**src/rtl/xmem_pkg.sv**
```systemverilog
package xmem_pkg;

  // Access phases, in the order they occur on the pins.
  typedef enum logic [2:0] {
    PH_IDLE = 3'd0,
    PH_ADDR = 3'd1,
    PH_TURN = 3'd2,
    PH_STRB = 3'd3,
    PH_HOLD = 3'd4
  } phase_e;

endpackage

```
**src/rtl/xmem_req_filter.sv**
```systemverilog
module xmem_req_filter #(
  parameter int AW          = 16,
  parameter int LOCAL_BYTES = 4096
) (
  input  logic          enable,
  input  logic          idle,
  input  logic          rd,
  input  logic          wr,
  input  logic [AW-1:0] addr,
  output logic          take,
  output logic          take_rd
);

  localparam logic [AW-1:0] LIMIT = AW'(LOCAL_BYTES);

  logic above_local;

  always_comb begin
    above_local = (addr >= LIMIT);
    take        = enable & idle & (rd | wr) & above_local;
    // A read wins when both request lines are high.
    take_rd     = rd;
  end

endmodule

```
**src/rtl/xmem_phase_seq.sv**
```systemverilog
module xmem_phase_seq
  import xmem_pkg::*;
(
  input  logic   clk,
  input  logic   rst_n,
  input  logic   take,
  output phase_e phase
);

  phase_e phase_q, phase_d;

  always_comb begin
    phase_d = phase_q;
    unique case (phase_q)
      PH_IDLE: if (take) phase_d = PH_ADDR;
      PH_ADDR: phase_d = PH_TURN;
      PH_TURN: phase_d = PH_STRB;
      PH_STRB: phase_d = PH_HOLD;
      PH_HOLD: phase_d = PH_IDLE;
      default: phase_d = PH_IDLE;
    endcase
  end

  always_ff @(posedge clk or negedge rst_n) begin
    if (!rst_n) phase_q <= PH_IDLE;
    else        phase_q <= phase_d;
  end

  assign phase = phase_q;

endmodule

```
**src/rtl/xmem_pin_drive.sv**
```systemverilog
module xmem_pin_drive
  import xmem_pkg::*;
#(
  parameter int AW = 16,
  parameter int DW = 8
) (
  input  logic             clk,
  input  logic             rst_n,
  input  logic             take,
  input  logic             take_rd,
  input  logic [AW-1:0]    addr_in,
  input  logic [DW-1:0]    wdata_in,
  input  phase_e           phase,
  input  logic [DW-1:0]    ad_in,
  output logic             ale,
  output logic             rd_n,
  output logic             wr_n,
  output logic [DW-1:0]    ad_out,
  output logic             ad_oe,
  output logic [AW-DW-1:0] ahi,
  output logic [DW-1:0]    rdata,
  output logic             done
);

  localparam int HW = AW - DW;

  logic          op_rd_q;
  logic [AW-1:0] addr_q;
  logic [DW-1:0] wdata_q;
  logic [DW-1:0] rdata_q;
  logic          cap_en;

  // Request capture, loaded on the accepting edge.
  always_ff @(posedge clk or negedge rst_n) begin
    if (!rst_n) begin
      op_rd_q <= 1'b0;
      addr_q  <= '0;
      wdata_q <= '0;
    end else if (take) begin
      op_rd_q <= take_rd;
      addr_q  <= addr_in;
      wdata_q <= wdata_in;
    end
  end

  // Read data is taken at the edge that ends the strobe cycle.
  assign cap_en = (phase == PH_STRB) && op_rd_q;

  always_ff @(posedge clk or negedge rst_n) begin
    if (!rst_n)      rdata_q <= '0;
    else if (cap_en) rdata_q <= ad_in;
  end

  always_comb begin
    ale    = 1'b0;
    rd_n   = 1'b1;
    wr_n   = 1'b1;
    ad_oe  = 1'b0;
    ad_out = '0;
    done   = 1'b0;
    unique case (phase)
      PH_ADDR: begin
        ale    = 1'b1;
        ad_oe  = 1'b1;
        ad_out = addr_q[DW-1:0];
      end
      PH_TURN: begin
        ad_oe  = ~op_rd_q;
        ad_out = op_rd_q ? '0 : wdata_q;
      end
      PH_STRB: begin
        ad_oe  = ~op_rd_q;
        ad_out = op_rd_q ? '0 : wdata_q;
        rd_n   = ~op_rd_q;
        wr_n   = op_rd_q;
      end
      PH_HOLD: begin
        ad_oe  = ~op_rd_q;
        ad_out = op_rd_q ? '0 : wdata_q;
        done   = 1'b1;
      end
      default: ;
    endcase
  end

  assign ahi   = addr_q[AW-1:AW-HW];
  assign rdata = rdata_q;

endmodule

```
**src/rtl/xmem_bus_ctrl.sv**
```systemverilog
module xmem_bus_ctrl
  import xmem_pkg::*;
#(
  parameter int AW          = 16,
  parameter int DW          = 8,
  parameter int LOCAL_BYTES = 4096
) (
  input  logic             clk,
  input  logic             rst_n,
  input  logic             xmem_en,
  input  logic             req_rd,
  input  logic             req_wr,
  input  logic [AW-1:0]    req_addr,
  input  logic [DW-1:0]    req_wdata,
  output logic [DW-1:0]    rsp_rdata,
  output logic             rsp_done,
  output logic             ready,
  output logic             ext_ale,
  output logic             ext_rd_n,
  output logic             ext_wr_n,
  output logic [DW-1:0]    ext_ad_out,
  output logic             ext_ad_oe,
  input  logic [DW-1:0]    ext_ad_in,
  output logic [AW-DW-1:0] ext_ahi
);

  phase_e phase;
  logic   idle;
  logic   take;
  logic   take_rd;

  assign idle  = (phase == PH_IDLE);
  assign ready = idle & xmem_en;

  xmem_req_filter #(
    .AW          (AW),
    .LOCAL_BYTES (LOCAL_BYTES)
  ) u_filter (
    .enable  (xmem_en),
    .idle    (idle),
    .rd      (req_rd),
    .wr      (req_wr),
    .addr    (req_addr),
    .take    (take),
    .take_rd (take_rd)
  );

  xmem_phase_seq u_seq (
    .clk   (clk),
    .rst_n (rst_n),
    .take  (take),
    .phase (phase)
  );

  xmem_pin_drive #(
    .AW (AW),
    .DW (DW)
  ) u_pins (
    .clk      (clk),
    .rst_n    (rst_n),
    .take     (take),
    .take_rd  (take_rd),
    .addr_in  (req_addr),
    .wdata_in (req_wdata),
    .phase    (phase),
    .ad_in    (ext_ad_in),
    .ale      (ext_ale),
    .rd_n     (ext_rd_n),
    .wr_n     (ext_wr_n),
    .ad_out   (ext_ad_out),
    .ad_oe    (ext_ad_oe),
    .ahi      (ext_ahi),
    .rdata    (rsp_rdata),
    .done     (rsp_done)
  );

endmodule

```
**config.mk**
```make
export PLATFORM = sky130hd
export DESIGN_NAME = xmem_bus_ctrl
export DESIGN_NICKNAME = d
export VERILOG_FILES = /design/src/rtl/xmem_pkg.sv /design/src/rtl/xmem_req_filter.sv /design/src/rtl/xmem_phase_seq.sv /design/src/rtl/xmem_pin_drive.sv /design/src/rtl/xmem_bus_ctrl.sv
export SDC_FILE = /design/constraint.sdc
export NUM_CORES = 1
export LEC_CHECK = 0
export CORE_UTILIZATION = 46
export DETAILED_ROUTE_END_ITERATION = 8
export GPL_ROUTABILITY_DRIVEN = 0
export PLACE_DENSITY = 0.85
export SLEW_MARGIN = 30
export SYNTH_ARGS = -nofsm -noshare
export SYNTH_HDL_FRONTEND = slang
export SYNTH_SLANG_ARGS = --single-unit
```
**constraint.sdc**
```tcl
create_clock -name clk -period 3.3 [get_ports clk]
set_input_delay 0.825 -clock clk [delete_from_list [all_inputs] [get_ports clk]]
set_output_delay 0.825 -clock clk [all_outputs]
set_load 0.05 [all_outputs]
```
# After elaboration in Yosys (flattened, before gate mapping)
# Cells that the tools add are included.
dict set report word_totals {
  register_bits 36
  input_bits 37
  out_inout_bits 30
  elab_cells 28
}
dict set report op_classes {
  n_lt_le_gt_ge 1
  eq_ne 5
  mux 9
  n_bitwise 5
  reduce_logical 3
}
# cell count
set ops {}
lappend ops {{$ge A16 B13 Y1 const B} 1}
lappend ops {{$pmux W8 S2} 1}
lappend ops {{$pmux W3 S4} 1}
lappend ops {{$mux W8} 1}
lappend ops {{$eq A3 B2 Y1 const B} 2}
lappend ops {{$mux W1} 4}
lappend ops {{$and A1 B1 Y1} 3}
lappend ops {{$eq A3 B1 Y1 const B} 1}
lappend ops {{$eq A3 B3 Y1 const B} 1}
lappend ops {{$logic_not A3 Y1} 1}
lappend ops {{$mux W3} 1}
lappend ops {{$reduce_or A3 Y1} 1}
lappend ops {{$ne A2 B2 Y1 const B} 1}
lappend ops {{$pmux W1 S2} 1}
lappend ops {{$logic_and A1 B1 Y1} 1}
lappend ops {{$not A1 Y1} 1}
lappend ops {{$or A1 B1 Y1} 1}

# Longest topological paths before layout
dict set report logic_depth {
  word_depth 6
  mapped_depth 5
  depth_no_buf 4
}

# Modules after synthesis
# A second synthesis with hierarchy kept.
dict set report unflattened {
  cells_unflattened 133
  hier_area_um2 1798.0
}
# module n_inst cells_each area_per_inst_um2 seq_area_each_um2
set modules_own_cells {}
lappend modules_own_cells {xmem_pin_drive 1 118 1642.8 825.8}
lappend modules_own_cells {xmem_phase_seq 1 9 103.8 75.1}
lappend modules_own_cells {xmem_req_filter 1 4 31.3 0.0}
lappend modules_own_cells {xmem_bus_ctrl 1 2 20.0 0.0}

# Worst setup path after synthesis
# OpenSTA, ideal clock, no wires.
dict set report synth_path {
  path_type {register to output}
  from {register u_seq.phase_q[1] (netlist: u_seq.phase[1])}
  to {output port ext_ad_out[0]}
  t_arrival_ns 2.738
  t_required_ns 2.475
  setup_slack_ns -0.263
  stages_incl_launch_ff 4
  path_buffers 1
  cell_sequence {dfrtp_1 > buf_6 > nor3b_1 > a22o_1}
}
dict set report synth_via {
  elab_chain_cells 3
  word_cells_on_any_way 6
  classes_between {eq/ne: 4; mux: 1; reduce/logical: 1}
}
# item line_no
set synth_lines {}
lappend synth_lines {{start: declaration} xmem_phase_seq.sv:10} ;# phase_e phase_q, phase_d;
lappend synth_lines {{start signal: assignment} xmem_phase_seq.sv:26} ;# else phase_q <= phase_d;
lappend synth_lines {{$eq A3 B2 Y1 or $eq A3 B3 Y1 (tied branches)} xmem_pin_drive.sv:61} ;# unique case (phase)
lappend synth_lines {{$reduce_or A3 Y1 (no line)} -}
lappend synth_lines {{$pmux W8 S2 *} xmem_pin_drive.sv:61}
lappend synth_lines {{end: declaration} xmem_bus_ctrl.sv:21} ;# output logic [DW-1:0] ext_ad_out,
# Every way passes the cells marked *; elsewhere a longest branch is shown, timed or not.

# Final worst setup path
dict set report layout_path {
  from {register u_seq.phase_q[2] (netlist: u_seq.phase[2])}
  to {output port ext_ad_out[4]}
}
# The elaborated chain is that of the path after synthesis.

==> key figures <==
Yosys
  • Average cell area after synthesis: 15.2 sq um
  • Gate Count Post-Synth: 108
  • Synthesized cell area: 1640 sq um
  • Synth area leaders: dfrtp_1, mux2_4, mux2_2, a22o_1, buf_4
  • EDFF count, synth: 0
  • Largest area contributor in the netlist: dfrtp_1
  • Yosys warns: 0
  • FF+latch count, synth: 36
  • Sequential area share after synthesis: 0.548
  • Library cells used by synthesis: 22
  • Synth Flop Type: dfrtp_1
  • Synth top area share: 0.548
  • Synthesized net count: 145
  • Ys async rst share: 1.00

Clocking
  • CTS tree: built
  • H-tree depth: 2
  • Clock tree buffer depth: 2
  • Clk_lat worst skew: 0.35 ns
  • TritonCTS buffer count: 5
  • Reg clk slew, reported paths: 0.10 ns
  • TritonCTS Sinks: 36
  • Clock root buffer: clkbuf_4

Setup path
  • CP startpoint kind: flip-flop
  • CP max FO: 9
  • Worst R2R Setup Slack: 1.30 ns
  • Endpoint class of the critical path: output pin
  • CP Data Required Time: 2.47 ns
  • R2R cell count: 4
  • Arr. time, crit path: 2.38 ns
  • Setup CP Type: flip-flop to output pin
  • Worst r2r src: u_seq.phase[2]
  • FF-to-FF End: u_pins.wdata_q[6]

Finish
  • # diodes: 0
  • Final std cells w/o fill: 218
  • Layout area overhead: 46.8%
  • Fin nets: 208
  • Share of layout cells above drive strength 1: 0.285

Routing
  • Antenna Nets Post-Route: 0
  • Residual DRC: 0
  • Pre-Repair DR Iteration Count: 4
  • DR vias/cell: 5.07
  • Vias: 1106
  • Drt wl/cell: 16.8 um
  • Initial DRC Count: 22
  • Final wirelength: 3650 um

Floorplan
  • Core area: 3390 sq um
  • Initial core utilization: 0.485
  • Row cnt: 21
  • Die height: 61.8 um
  • IO Count: 67
  • Die Span X: 61.8 um
  • Die ar.: 3820 sq um

Placed design
  • Placed wire-length estimate: 2630 um
  • Placed cells: 210
  • PortBufs: 66

Global routing
  • Largest net degree at the start of global routing: 26
  • Vias in the first global route: 1131
  • First-pass GRT wire length: 5240 um
  • Total GRT Usage: 0.201
  • Overflow after GRT: 0
  • Initial antenna violation count: 0

STA
  • Setup Skew: 0.0131 ns
  • Period minus WS final: 3.20 ns
  • Slew Viols, Final: 0
  • Tcrit/Tclk final: 0.971
  • Relative slew slack: 0.484
  • Final hold violation count: 0
  • Achievable Freq: 312 MHz
  • Worst-margin pin slew: 0.767 ns
  • Final setup fails: 0

Flow run
  • Max-Cap Viols: 0

Min path
  • Hold/Removal Path Class: flip-flop to flip-flop
  • Hold Path Stages: 1
  • Worst Hold Endpoint: u_pins.rdata[5]
  • Hold Startpoint: u_pins.rdata[5]

Power
  • Leak pwr: 0.00111 uW
  • Total Power: 2830 uW
  • Power per cell area: 1170 nW/um^2
  • VDD IR max: 0.533 mV

Run status
  • Status: complete, no violations
-- critical path, stage by stage, from the launching register on --
cell and delay, ns:
dfrtp_1 0.49, nor3b_2 0.27, o21ba_2 0.32, a22o_1 0.16, clkdlybuf4s50_1 0.80
-- synth_stat cells, types with 2 or more instances --
library cell,instances
nor3b_1,2
nor2_1,4
mux2_2,13
buf_6,3
mux2_4,19
dfrtp_1,36
buf_4,8
a22o_1,9
-- cell usage in the layout, fill, tap and decap left out, drive strengths merged --
master	instances
a22o	9
and3b	1
buf	3
bufinv	1
clkbuf	5
clkdlybuf4s50	59
clkinv	1
clkinvlp	1
dfrtp	36
dlymetal6s2s	6
inv	1
mux2	32
nand2	1
nand2b	1
nand3b	1
nor2	4
nor2b	1
nor3	1
nor3b	2
nor4	1
o21a	1
o21ba	1
or2	1
or4b	1
xnor2	1
-- logic make-up (layout without fill, tap and decap cells) --
| logic type | after synthesis | after routing | synth area share |
|---|---|---|---|
| flops | 36 | 36 | 0.548 |
| mux | 32 | 32 | 0.263 |
| simple gates | 15 | 15 | 0.0639 |
| buf+inv | 13 | 77 | 0.0616 |
| compound gates | 11 | 11 | 0.0586 |
| xor+xnor | 1 | 1 | 0.00533 |
-- through the flow --
step / utilization / hold slack (ns) / setup slack, ns / TNS, ns / area, sq um
global route: 0.712 / 0.526 / -0.000244 / -0.000244 / 2410
CTS: 0.706 / 0.520 / 0.0214 / 0 / 2390
finish: 0.712 / 0.519 / 0.0953 / 0 / 2410
detailed placement: 0.682 / 0.496 / 0.400 / 0 / 2310
floorplan: - / 0.481 / 0.349 / 0 / 1650
global placement: 0.682 / 0.489 / 0.439 / 0 / 2310
-- worst max path at each step --
stage	depth (start not counted)	endpoint	start	slack [ns]
3_3_place_gp	4	ready	xmem_en	0.44
5_1_grt	4	ext_ad_out[3]	u_seq.phase[2]	-0.0002
3_5_place_dp	4	ready	xmem_en	0.40
4_1_cts	3	ext_ad_out[0]	u_seq.phase[1]	0.02
2_1_floorplan	5	ext_ad_out[0]	u_seq.phase[1]	0.35
6_report	4	ext_ad_out[4]	u_seq.phase[2]	0.1
-- per-layer routing --
metal  GRT usage  wire (um)
met5           0          0
met4       0.127        104
met3      0.0642        162
met2       0.320       1860
met1       0.238       1520
-- power by group --
part,switching [uW],total [uW],leakage (uW),internal (uW)
logic,963,1700,0.000645,733
registers,156,821,0.000427,665
clock network,152,310,0.0000412,158
total,1270,2830,0.00111,1560
-- cell type report --
cell class	instances	area (sq um)
clock buffers	5	37.5
clock inverters	3	42.5
fillers	228	976
inverters	1	3.75
multi-input cells	59	658
flip-flops and latches	36	901
well taps	46	57.6
repair buffers	68	713
-- repair_timing --
action | CTS | global route
buffers inserted | 0 | 0
setup endpoints to repair | 0 | 9
resized for setup | 0 | 7
hold buffers | 0 | 0
-- flip-flops by register name (all words and copies together), names as in the netlist --
| name | count |
|---|---|
| u_pins.addr_q | 16 |
| u_pins.op_rd_q | 1 |
| u_pins.rdata | 8 |
| u_pins.wdata_q | 8 |
| u_seq.phase | 3 |
Note: power is estimated with default switching activity, not from simulation.
